**config.mk**
```make
export PLATFORM = sky130hd
export DESIGN_NAME = crf_split_regs
export DESIGN_NICKNAME = d
export VERILOG_FILES = /design/src/rtl/crf_pkg.sv /design/src/rtl/crf_merge.sv /design/src/rtl/crf_sel_read.sv /design/src/rtl/crf_store.sv /design/src/rtl/crf_split_regs.sv
export SDC_FILE = /design/constraint.sdc
export NUM_CORES = 1
export LEC_CHECK = 0
export BUFFER_PORTS_ARGS = -buffer_cell sky130_fd_sc_hd__buf_2
export CAP_MARGIN = 20
export CORE_MARGIN = 8
export CORE_UTILIZATION = 40
export DETAILED_ROUTE_END_ITERATION = 16
export PLACE_DENSITY_LB_ADDON = 0.05
export SYNTH_ARGS = -nofsm -noshare
export SYNTH_HDL_FRONTEND = slang
export SYNTH_SLANG_ARGS = --single-unit
```
**constraint.sdc**
```tcl
create_clock -name clk -period 2.35 [get_ports clk]
set_clock_uncertainty 0.05 [all_clocks]
set_input_delay 0.3525 -clock clk [delete_from_list [all_inputs] [get_ports clk]]
set_output_delay 0.3525 -clock clk [all_outputs]
set_load 0.005 [all_outputs]
```
**src/rtl/crf_pkg.sv**
```systemverilog
package crf_pkg;
  localparam int CRF_NF = 8;  // number of condition fields
  localparam int CRF_FW = 4;  // bits per field
  localparam int CRF_NRP = 3; // narrow read ports
  localparam int CRF_NWP = 2; // narrow write ports
endpackage

```
**src/rtl/crf_merge.sv**
```systemverilog
// Next-state merge: the full-width port has the lowest priority,
// and a higher-numbered narrow write port overrides a lower one.
module crf_merge #(
  parameter int NF  = 8,
  parameter int FW  = 4,
  parameter int NWP = 2
) (
  input  logic [NF-1:0][FW-1:0]  cur,
  input  logic [NF-1:0]          wide_we,
  input  logic [NF*FW-1:0]       wide_wdata,
  input  logic [NWP-1:0][NF-1:0] wr_sel,
  input  logic [NWP-1:0][FW-1:0] wr_data,
  output logic [NF-1:0][FW-1:0]  nxt
);
  always_comb begin
    for (int f = 0; f < NF; f++) begin
      nxt[f] = cur[f];
      if (wide_we[f]) nxt[f] = wide_wdata[(NF-1-f)*FW +: FW];
      for (int p = 0; p < NWP; p++) begin
        if (wr_sel[p][f]) nxt[f] = wr_data[p];
      end
    end
  end
endmodule

```
**src/rtl/crf_sel_read.sv**
```systemverilog
// One-hot narrow read: returns the OR of every selected field.
module crf_sel_read #(
  parameter int NF = 8,
  parameter int FW = 4
) (
  input  logic [NF-1:0]         sel,
  input  logic [NF-1:0][FW-1:0] fields,
  output logic [FW-1:0]         data
);
  always_comb begin
    data = '0;
    for (int f = 0; f < NF; f++) begin
      data |= fields[f] & {FW{sel[f]}};
    end
  end
endmodule

```
**src/rtl/crf_store.sv**
```systemverilog
// Field storage with synchronous reset.
module crf_store #(
  parameter int NF = 8,
  parameter int FW = 4
) (
  input  logic                  clk,
  input  logic                  rst,
  input  logic [NF-1:0][FW-1:0] nxt,
  output logic [NF-1:0][FW-1:0] q
);
  always_ff @(posedge clk) begin
    if (rst) q <= '0;
    else     q <= nxt;
  end
endmodule

```
**src/rtl/crf_split_regs.sv**
```systemverilog
module crf_split_regs
  import crf_pkg::*;
#(
  parameter int NF  = CRF_NF,
  parameter int FW  = CRF_FW,
  parameter int NRP = CRF_NRP,
  parameter int NWP = CRF_NWP
) (
  input  logic                   clk,
  input  logic                   rst,
  input  logic [NRP-1:0][NF-1:0] rd_sel,
  output logic [NRP-1:0][FW-1:0] rd_data,
  input  logic [NWP-1:0][NF-1:0] wr_sel,
  input  logic [NWP-1:0][FW-1:0] wr_data,
  input  logic [NF-1:0]          wide_we,
  input  logic [NF*FW-1:0]       wide_wdata,
  output logic [NF*FW-1:0]       wide_rdata,
  output logic [NF*FW-1:0]       dbg_rdata
);
  localparam int WW = NF * FW;

  logic [NF-1:0][FW-1:0] stored;
  logic [NF-1:0][FW-1:0] bypass;
  logic [WW-1:0]         packed_word;

  crf_merge #(.NF(NF), .FW(FW), .NWP(NWP)) u_merge (
    .cur        (stored),
    .wide_we    (wide_we),
    .wide_wdata (wide_wdata),
    .wr_sel     (wr_sel),
    .wr_data    (wr_data),
    .nxt        (bypass)
  );

  crf_store #(.NF(NF), .FW(FW)) u_store (
    .clk (clk),
    .rst (rst),
    .nxt (bypass),
    .q   (stored)
  );

  // narrow readers see the merged (write-through) view
  for (genvar k = 0; k < NRP; k++) begin : g_rd
    crf_sel_read #(.NF(NF), .FW(FW)) u_rd (
      .sel    (rd_sel[k]),
      .fields (bypass),
      .data   (rd_data[k])
    );
  end

  // whole-word packing: field 0 in the most significant nibble
  for (genvar f = 0; f < NF; f++) begin : g_pack
    assign packed_word[(NF-1-f)*FW +: FW] = bypass[f];
  end

  assign wide_rdata = packed_word;
  assign dbg_rdata  = packed_word;
endmodule

```
; After elaboration in Yosys (flattened, before gate mapping)
; Index checks and enable logic that the tools add are counted.
[word_totals]
ff_bits = 32
input_bits = 90
wordCells = 77
output_inout_bits = 76
[classes]
bitwise = 45
n_mux = 24
[ops]
columns = operator, n
row1 = 4-bit bitwise AND, 24
row2 = 4-bit two-way mux, 24
row3 = 4-bit OR, 21

; Logic depth before layout (Yosys ltp)
; Gate-level depths: netlist of run 1.
[depth]
word_depth = 11
depth_mapped = 6
depth_no_buf = 4

; Cells and area by module
; A second synthesis of run 1 with hierarchy kept.
[hier_totals]
cells_unflattened = 290
area_unflattened_um2 = 2607.5
[modules_own_cells]
columns = module, seq_area_each_um2, cells_each, area_per_inst_um2, instances
row1 = crf_merge, 0.0, 131, 1068.5, 1
row2 = crf_store, 640.6, 67, 863.3, 1
row3 = crf_sel_read, 0.0, 20, 145.1, 3
row4 = crf_split_regs, 0.0, 32, 240.2, 1

; Worst setup path before layout of run 1
; Ideal clock, no wire load.
[synth_timing]
path_kind = input-to-output
startpoint = input wide_we[4]
endpoint = output rd_data[9] (netlist name)
n_path_buf = 1
arrival_time_ps = 1518
cell_stages = 5
required_ps = 1947
slack_ps = 430
path_cell_list = buf_2 mux2_1 a22oi_1 nand4_1 a2111o_1
[synth_lines]
columns = element, line_no
row1 = start: declaration, crf_split_regs.sv:15  ; input logic [NF-1:0] wide_we,
row2 = end: declaration, crf_split_regs.sv:12  ; output logic [NRP-1:0][FW-1:0] rd_data,

==> results.json, run 1 <==
{
  "areaGrowthSynthToFinish_pct": 22.1,
  "synth.distinct_cells": 44,
  "powerDensity_mw_per_mm2": 436,
  "grt_max_degree": 33,
  "first_pass_iters": 5,
  "antenna_found_initial": 0,
  "crit_chain": "buf_2 -> and3b_1 -> or4_1 -> o21ai_0 -> nand4_1 -> buf_2",
  "drtIter0Drc": 422,
  "synth.top_cell.area_share": 0.170,
  "largest_register_ffs": 32,
  "clkPwrFrac": 0.250,
  "cts_tree": "done",
  "portBuffers": 165,
  "finalPower_mw": 2.00,
  "p_int_mw": 1.23,
  "seqPwrFrac": 0.299,
  "htreeDepth": 2,
  "seq_area_frac_synth": 0.170,
  "cts_sinks": 32,
  "cts_buffers": 5,
  "synth_seq_cells": 32,
  "hold_violations": 0,
  "crit_path_max_incr_delay_ns": 0.60,
  "start_util": 0.409,
  "clockBufferDepth": 2,
  "regMostFlops": "u_store.q",
  "fin_nets": 689,
  "synth_area_per_cell_sq_um": 7.96,
  "diodes": 0,
  "synth_edf_count": 0,
  "die-area_sq_mm": 0.0128,
  "multi_input_area_sq_mm": 0.00268,
  "first_global_vias": 4530,
  "drcViolationCount": 0,
  "io_pins": 166,
  "hold_path.class": "in2reg",
  "hpwl_um": 14500,
  "syn_inst": 472,
  "critical_path_class": "in2out",
  "synth_area_leader_cell": "dfxtp_1",
  "status": "completed",
  "clock_latency_ns": 0.29,
  "cpMaxStageDelayCell": "or4_1",
  "arrival_ns": 1.93,
  "die_h_um": 113,
  "vias": 4397,
  "synth_flop_cell": "dfxtp_1",
  "synth_area_sq_mm": 0.00376,
  "place.gp.congestion": 0.953,
  "switchingPower_uw": 772,
  "grtUsageMet1": 0.368,
  "synth_area_leaders": "dfxtp_1 17%, mux2i_1 16%, mux2_1 8.7%",
  "required_ns": 1.95,
  "fp-row-count": 35,
  "regArea_sq_um": 641,
  "place_area_sq_mm": 0.00449,
  "root_buffer": "clkbuf_8",
  "top_regs": "u_store.q x32",
  "min_period_ns": 2.33,
  "setup.worst_path.start_class": "input pin",
  "vdd_ir_drop_max_v": 0.000202,
  "wl_per_cell_um": 25.7,
  "slew_headroom": 0.549,
  "grt.met2_usage": 0.452,
  "cp_common_cell": "buf_2",
  "fillCellCount": 936,
  "dieWidth_um": 113,
  "path_clk_slew_ns": 0.08,
  "crit_path_max_fanout": 10,
  "post-cts-setup-buffers": 0,
  "totalWireLength_um": 18200,
  "worst_setup_path_end_kind": "output pin",
  "leakage_nw": 2.17,
  "rsz0062_at_grt": "no",
  "setup-violations-final": 0,
  "combPwrFrac": 0.452,
  "core_sq_mm": 0.00920,
  "grtUsageMet3": 0.0490,
  "slew_violations": 0,
  "grt_first_pass_wirelength_um": 27200,
  "top_usage_layer": "met2",
  "grt.total_usage": 0.275,
  "final_area_sq_mm": 0.00459,
  "synth-async-reset-ratio": 0,
  "overflow": 0,
  "ant_nets": 0,
  "tightest_slew_ns": 0.677,
  "swShare": 0.386,
  "syn-num-nets": 562,
  "drv_cap": 0,
  "vias_per_cell": 6.19,
  "drive_gt1_frac": 0.357,
  "ys_warn_count": 0,
  "period_share": 0.991,
  "fmax_mhz": 430
}
[worst paths after layout]
kind / end / cells past startpoint / startpoint / slack [ns]
setup / recovery: rd_data[0] / 6 / wr_sel[10] / 0.02
hold / removal: u_store.q[1] / 2 / rst / 0.54
setup reg to reg: u_store.q[12] / 4 / u_store.q[12] / 1.07
hold reg to reg: u_store.q[0] / 4 / u_store.q[0] / 0.83
[final cells by class]
| class | count | share of cell area |
|---|---|---|
| inverter | 4 | 0.00327 |
| clock buffer | 7 | 0.0210 |
| multi-input combinational | 366 | 0.585 |
| timing repair buffer | 190 | 0.221 |
| sequential | 32 | 0.140 |
| tap | 111 | 0.0303 |
[cell families (layout without fill, tap and decap cells)]
kind of cell	count (synthesis)	in the layout	synth area share
AOI/OAI and AO/OA	110	110	0.195
buffers and inverters	74	201	0.117
and+or+nand+nor	163	163	0.259
muxes	93	93	0.258
DFF	32	32	0.170
[metal layers]
metal	wire length (um)	vias to the layer above	part of all wire
met2	8440	240	0.46
met1	7960	2148	0.44
met5	0	-	0
li1	-	1984	-
met3	1540	25	0.085
met4	284	0	0.016
[cell usage after synthesis (2+ instances only)]
library cell and n:
mux2i_1 61, nand2_1 46, nor2b_1 36, o21ai_1 34
buf_4 33, dfxtp_1 32, mux2_1 29, o22ai_1 26
a22oi_1 20, buf_2 18, clkbuf_1 17, nand3b_1 14
or3b_2 11, nand4_1 10, nor3b_1 9, and3b_1 7
nor4_1 7, nor2_1 6, or3b_1 5, a22o_1 4
inv_1 4, nand3_1 4, o21ai_0 4, a21boi_0 3
mux2_2 3, nor3_1 3, o211ai_1 3, a2111o_1 2
a221o_1 2, a222oi_1 2, a32o_1 2, buf_6 2
o31ai_1 2
[worst max-delay path, delay by kind of cell]
kind / cells / cell delay [ns]
compound gates: 1 / 0.22
buf+inv: 2 / 0.40
simple gates: 3 / 0.95
[layout by cell type (no fill, tap or decap), types with 2 or more instances in the layout]
| master | netlist | final |
|---|---|---|
| a22o_1 | 4 | 4 |
| nand3_1 | 4 | 4 |
| nor4_1 | 7 | 7 |
| and3b_1 | 7 | 7 |
| o211ai_1 | 3 | 3 |
| o22ai_1 | 26 | 26 |
| a2111o_1 | 2 | 2 |
| o31ai_1 | 2 | 2 |
| mux2_2 | 3 | 3 |
| or3b_1 | 5 | 5 |
| buf_4 | 33 | 25 |
| mux2i_1 | 61 | 61 |
| mux2_1 | 29 | 29 |
| nor2b_1 | 36 | 36 |
| nand4_1 | 10 | 10 |
| a221o_1 | 2 | 2 |
| or3b_2 | 11 | 11 |
| o21ai_0 | 4 | 4 |
| nor3b_1 | 9 | 8 |
| a222oi_1 | 2 | 2 |
| inv_1 | 4 | 4 |
| nor3_1 | 3 | 3 |
| dfxtp_1 | 32 | 32 |
| clkbuf_8 | 0 | 7 |
| a32o_1 | 2 | 2 |
| buf_2 | 18 | 165 |
| nand2_1 | 46 | 46 |
| o21ai_1 | 34 | 34 |
| a22oi_1 | 20 | 20 |
| nand3b_1 | 14 | 14 |
| nor2_1 | 6 | 6 |
| a21boi_0 | 3 | 3 |
[what timing repair did]
action | in CTS | in global routing
hold buffers | 0 | 0
endpoints found under the setup margin | 0 | 1
gates resized for setup | 0 | 1
[power groups by stage]
stage	combinational, mW	sequential (mW)	clock [mW]
CTS	0.895	0.597	0.507
finish	0.904	0.598	0.500
global placement	0.891	0.608	0
detailed placement	0.890	0.610	0
floorplan	0.539	0.604	0
global route	0.965	0.602	0.530
[per-stage QoR]
step                utilization  cells  setup TNS (ns)  worst slack, ns  hold slack, ns
floorplan                     -    472               0            0.430           0.374
CTS                       0.498    710               0           0.0835           0.528
global placement          0.488    703         -0.0389          -0.0389           0.786
global route              0.499    710               0          0.00892           0.566
finish                    0.499    710               0           0.0222           0.540
detailed placement        0.488    703               0           0.0909           0.808
Note: power is estimated with default switching activity, not from simulation.
==> run 2: changes to the inputs <==
Settings changed: RECOVER_POWER set to 100.
==> run 2 against run 1 <==
  * Non-clock buffer count unchanged
  * Total power fell by 1.5%
  * Critical path depth rose by 1
  * Critical endpoint is now rd_data[7]
  * Cell count did not move
  * Flip-flop and latch count stayed put
  * Largest cell class unchanged
==> results.json, run 2 (synthesized netlist as in run 1, its figures left out) <==
{
  "status": "completed",
  "period_share": 0.973,
  "ant_nets": 0,
  "cpMaxStageDelayCell": "or3b_2",
  "cts_tree": "done",
  "vias_per_cell": 6.12,
  "first_pass_iters": 5,
  "clockBufferDepth": 2,
  "final_cell_mix": "102 x buf_2, 61 x mux2i_1, 59 x clkbuf_1",
  "min_period_ns": 2.29,
  "hold_path.class": "in2reg",
  "arrival_ns": 1.88,
  "dieWidth_um": 113,
  "die-area_sq_mm": 0.0128,
  "tightest_slew_ns": 0.668,
  "rr_startpoint": "u_store.q[8]",
  "layout_commonest_cell": "buf_2",
  "finalPower_mw": 1.97,
  "leakage_nw": 2.00,
  "place.gp.congestion": 0.953,
  "min_from": "rst",
  "worstHoldEndpoint": "u_store.q[1]",
  "setup.worst_path.start_class": "input pin",
  "regArea_sq_um": 641,
  "path_delay_family": "simple AND/OR/NAND/NOR gates",
  "grt.total_usage": 0.275,
  "path_clk_slew_ns": 0.08,
  "slew_headroom": 0.555,
  "drv_cap": 0,
  "cts_resized": 0,
  "reg2regPathDepth": 4,
  "fp-row-count": 35,
  "wl_per_cell_um": 25.6,
  "crit_chain": "clkbuf_2 -> or3b_2 -> o22ai_1 -> nor4_1 -> buf_4 -> o211ai_1 -> clkbuf_1",
  "fmax_mhz": 437,
  "crit_path_max_fanout": 18,
  "fin_cells": 710,
  "worst_setup_path_end_kind": "output pin",
  "dr.max_layer_used": "met4",
  "multi_input_area_sq_mm": 0.00268,
  "areaGrowthSynthToFinish_pct": 20.1,
  "overflow": 0,
  "antenna_found_initial": 0,
  "root_buffer": "clkbuf_8",
  "wl_met3_um": 1460,
  "cts_sinks": 32,
  "core_sq_mm": 0.00920,
  "drcViolationCount": 0,
  "rsz0062_at_grt": "no",
  "top_regs": "u_store.q x32",
  "diodes": 0,
  "drive_gt1_frac": 0.254,
  "critical_path_class": "in2out",
  "largest_register_ffs": 32,
  "die_h_um": 113,
  "totalWireLength_um": 18200,
  "r2r_end": "u_store.q[8]",
  "placed_cells": 703,
  "place_area_sq_mm": 0.00449,
  "drtIter0Drc": 392,
  "vias": 4346,
  "crit_path_max_incr_delay_ns": 0.59,
  "hpwl_um": 14500,
  "finish.utilization": 0.491,
  "required_ns": 1.95,
  "vdd_ir_drop_max_v": 0.000198,
  "fin_nets": 689,
  "final_area_sq_mm": 0.00451,
  "slew_violations": 0,
  "regMostFlops": "u_store.q",
  "portBuffers": 165,
  "post-cts-setup-buffers": 0,
  "r2r_slack_ns": 0.99,
  "holdPathStages": 2,
  "grt_max_degree": 33,
  "hold_violations": 0,
  "final.setup.tns_ns": 0,
  "met2_length_um": 8460,
  "cts_buffers": 5,
  "first_global_vias": 4530,
  "io_pins": 166,
  "clock_latency_ns": 0.29,
  "powerDensity_mw_per_mm2": 437,
  "postCtsHoldBufs": 0,
  "setup-violations-final": 0,
  "cp_num_buf_inv": 3,
  "fillCellCount": 967,
  "start_util": 0.409,
  "met1_length_um": 8020,
  "htreeDepth": 2,
  "grt_first_pass_wirelength_um": 27200
}
[run 2: through the flow]
stage          hold WS, ns  worst slack (ns)
2_1_floorplan        0.374             0.430
3_3_place_gp         0.786           -0.0389
3_5_place_dp         0.808            0.0909
4_1_cts              0.528            0.0835
5_1_grt              0.573           0.00892
6_report             0.539            0.0631
[run 2: how the worst max path moves through the flow]
stage | from | end | depth (start not counted)
2_1_floorplan | wide_we[4] | rd_data[9] | 5
3_3_place_gp | wide_we[3] | rd_data[7] | 7
3_5_place_dp | wide_we[3] | rd_data[7] | 7
4_1_cts | wide_we[3] | rd_data[7] | 7
5_1_grt | wr_sel[10] | rd_data[0] | 6
6_report | wr_sel[8] | rd_data[7] | 7
[run 2: worst reg2reg max path, cell delays in order (launching register included)]
cell and delay [ns]:
dfxtp_1 0.31, mux2_1 0.42, mux2i_1 0.17, o21ai_0 0.13, nor2b_1 0.15
[run 2: routing by layer]
| metal | GRT usage | vias up |
|---|---|---|
| li1 | - | 1986 |
| met1 | 0.368 | 2096 |
| met2 | 0.452 | 239 |
| met3 | 0.0490 | 25 |
| met4 | 0.0577 | 0 |
| met5 | 0 | - |
[run 2: area by class of cell]
cell class,count,area share
clock buffer,7,0.0213
tap,111,0.0308
timing repair buffer,190,0.208
inverter,4,0.00333
sequential,32,0.142
multi-input combinational,366,0.594
[run 2: report_power, final]
| group | internal [mW] | total [mW] | leakage (nW) | switching, mW |
|---|---|---|---|---|
| Sequential | 0.580 | 0.598 | 0.266 | 0.0178 |
| Clock | 0.262 | 0.501 | 0.0503 | 0.239 |
| Combinational | 0.358 | 0.873 | 1.69 | 0.515 |
| Total | 1.20 | 1.97 | 2.00 | 0.772 |
==> run 3: changes to the inputs <==
Settings changed: BUFFER_PORTS_ARGS -buffer_cell sky130_fd_sc_hd__buf_2 to not set, DONT_BUFFER_PORTS set to 1.
==> run 3 against run 2 <==
  * Hold slack got worse by 0.47 ns
  * Global-route usage fell by 1.9 points
  * Utilization fell by 10 points
  * Sequential share of layout area rose by 3.8 points
  * Total power fell by 19%
  * Flip-flop and latch count did not move
  * Routed wire length fell by 7.7%
  * Via count fell by 17%
  * First-iteration DRC count fell by 29%
  * Clock power fell by 4.0%
  * Combinational power fell by 41%
  * Critical path type is now reg2out
  * Highest routed layer unchanged
==> results.json, run 3 (synthesized netlist as in run 1, its figures left out) <==
{
  "die_h_um": 113,
  "areaGrowthSynthToFinish_pct": -5.00,
  "multi_input_area_sq_mm": 0.00267,
  "layout_commonest_cell": "mux2i_1",
  "vdd_ir_drop_max_v": 0.000187,
  "place.gp.congestion": 0.932,
  "largest_register_ffs": 32,
  "first_pass_iters": 5,
  "cts_buffers": 5,
  "hpwl_um": 13300,
  "final_area_sq_mm": 0.00357,
  "slew_headroom": 0.525,
  "combPwrFrac": 0.323,
  "grt.total_usage": 0.257,
  "path_clk_slew_ns": 0.08,
  "diodes": 0,
  "seqPwrFrac": 0.375,
  "hold_violations": 0,
  "cts_sinks": 32,
  "overflow": 0,
  "r2r_slack_ns": 0.90,
  "ant_nets": 0,
  "tightest_slew_ns": 0.705,
  "worst_setup_path_end_kind": "output pin",
  "required_ns": 1.95,
  "drcViolationCount": 0,
  "regArea_sq_um": 641,
  "vias_per_cell": 6.93,
  "powerDensity_mw_per_mm2": 445,
  "holdPathStages": 1,
  "cp_num_buf_inv": 0,
  "setup.worst_path.start_class": "flop",
  "cpMaxStageDelayCell": "nor4_1",
  "r2r_end": "u_store.q[2]",
  "antenna_found_initial": 0,
  "grt_max_degree": 33,
  "crit_chain": "mux2i_1 -> o22ai_1 -> nor4_1 -> o211ai_1",
  "cts_resized": 0,
  "status": "completed",
  "final.setup.tns_ns": 0,
  "fmax_mhz": 460,
  "fp-row-count": 35,
  "htreeDepth": 2,
  "p_int_mw": 1.06,
  "io_pins": 166,
  "critical_path_class": "reg2out",
  "swShare": 0.331,
  "rsz0062_at_grt": "no",
  "setup-violations-final": 0,
  "path_delay_family": "compound AO/OA/AOI/OAI gates",
  "regMostFlops": "u_store.q",
  "arrival_ns": 1.77,
  "wl_per_cell_um": 32.2,
  "top_regs": "u_store.q x32",
  "drv_cap": 0,
  "first_global_vias": 3608,
  "switchingPower_uw": 527,
  "clockBufferDepth": 2,
  "totalWireLength_um": 16800,
  "slew_violations": 0,
  "reg2regPathDepth": 4,
  "cts_tree": "done",
  "clkPwrFrac": 0.302,
  "root_buffer": "clkbuf_8",
  "period_share": 0.926,
  "min_period_ns": 2.18,
  "clock_latency_ns": 0.28,
  "core_sq_mm": 0.00920,
  "final_cell_mix": "61 x mux2i_1, 46 x nand2_1, 36 x o21ai_0, 36 x nor2b_1",
  "vias": 3609,
  "start_util": 0.409,
  "rr_startpoint": "u_store.q[2]",
  "worstHoldEndpoint": "u_store.q[31]",
  "hold_path.class": "in2reg",
  "postCtsHoldBufs": 0,
  "drive_gt1_frac": 0.0488,
  "portBuffers": 0,
  "post-cts-setup-buffers": 0,
  "min_from": "rst",
  "fin_nets": 500,
  "fillCellCount": 1005,
  "leakage_nw": 1.40,
  "die-area_sq_mm": 0.0128,
  "grt_first_pass_wirelength_um": 24700,
  "crit_path_max_fanout": 2,
  "place_area_sq_mm": 0.00348,
  "dieWidth_um": 113,
  "drtIter0Drc": 279,
  "crit_path_max_incr_delay_ns": 0.42
}
==> run 3: how the worst max path moves through the flow <==
stage,start,cells after the start,endpoint
floorplan,wide_we[4],5,rd_data[9]
global placement,wide_we[4],4,rd_data[1]
detailed placement,rd_sel[2],4,rd_data[0]
CTS,u_store.q[17],4,rd_data[1]
global route,u_store.q[21],4,rd_data[5]
finish,u_store.q[21],4,rd_data[5]
==> run 3: stage by stage <==
stage	total power, mW	instances	hold slack, ns	worst slack, ns	utilization
2_1_floorplan	1.14	472	0.374	0.430	-
3_3_place_gp	1.13	514	0.378	0.405	0.378
3_5_place_dp	1.13	514	0.379	0.379	0.378
4_1_cts	1.61	521	0.0661	0.238	0.389
5_1_grt	1.67	521	0.0595	0.107	0.388
6_report	1.59	521	0.0726	0.175	0.388
==> run 3: power by group through the flow <==
stage	logic, mW	registers, mW	clock network (mW)
6_report	0.513	0.596	0.481
2_1_floorplan	0.539	0.604	0
3_5_place_dp	0.520	0.609	0
3_3_place_gp	0.524	0.608	0
5_1_grt	0.553	0.600	0.520
4_1_cts	0.523	0.596	0.495
==> run 3: final cells by class <==
class                      instances  area share
clock buffer                       7      0.0270
inverter                           4     0.00421
multi-input combinational        366       0.748
sequential                        32       0.179
tap                              111      0.0389
timing repair buffer               1     0.00210
==> run 3: layer usage <==
layer  part of all wire  vias to the layer above  global-route usage
li1                   -                     1602                   -
met1               0.41                     1779               0.321
met2               0.47                      213               0.426
met3               0.11                       15              0.0740
met4              0.012                        0              0.0568
met5                  0                        -                   0
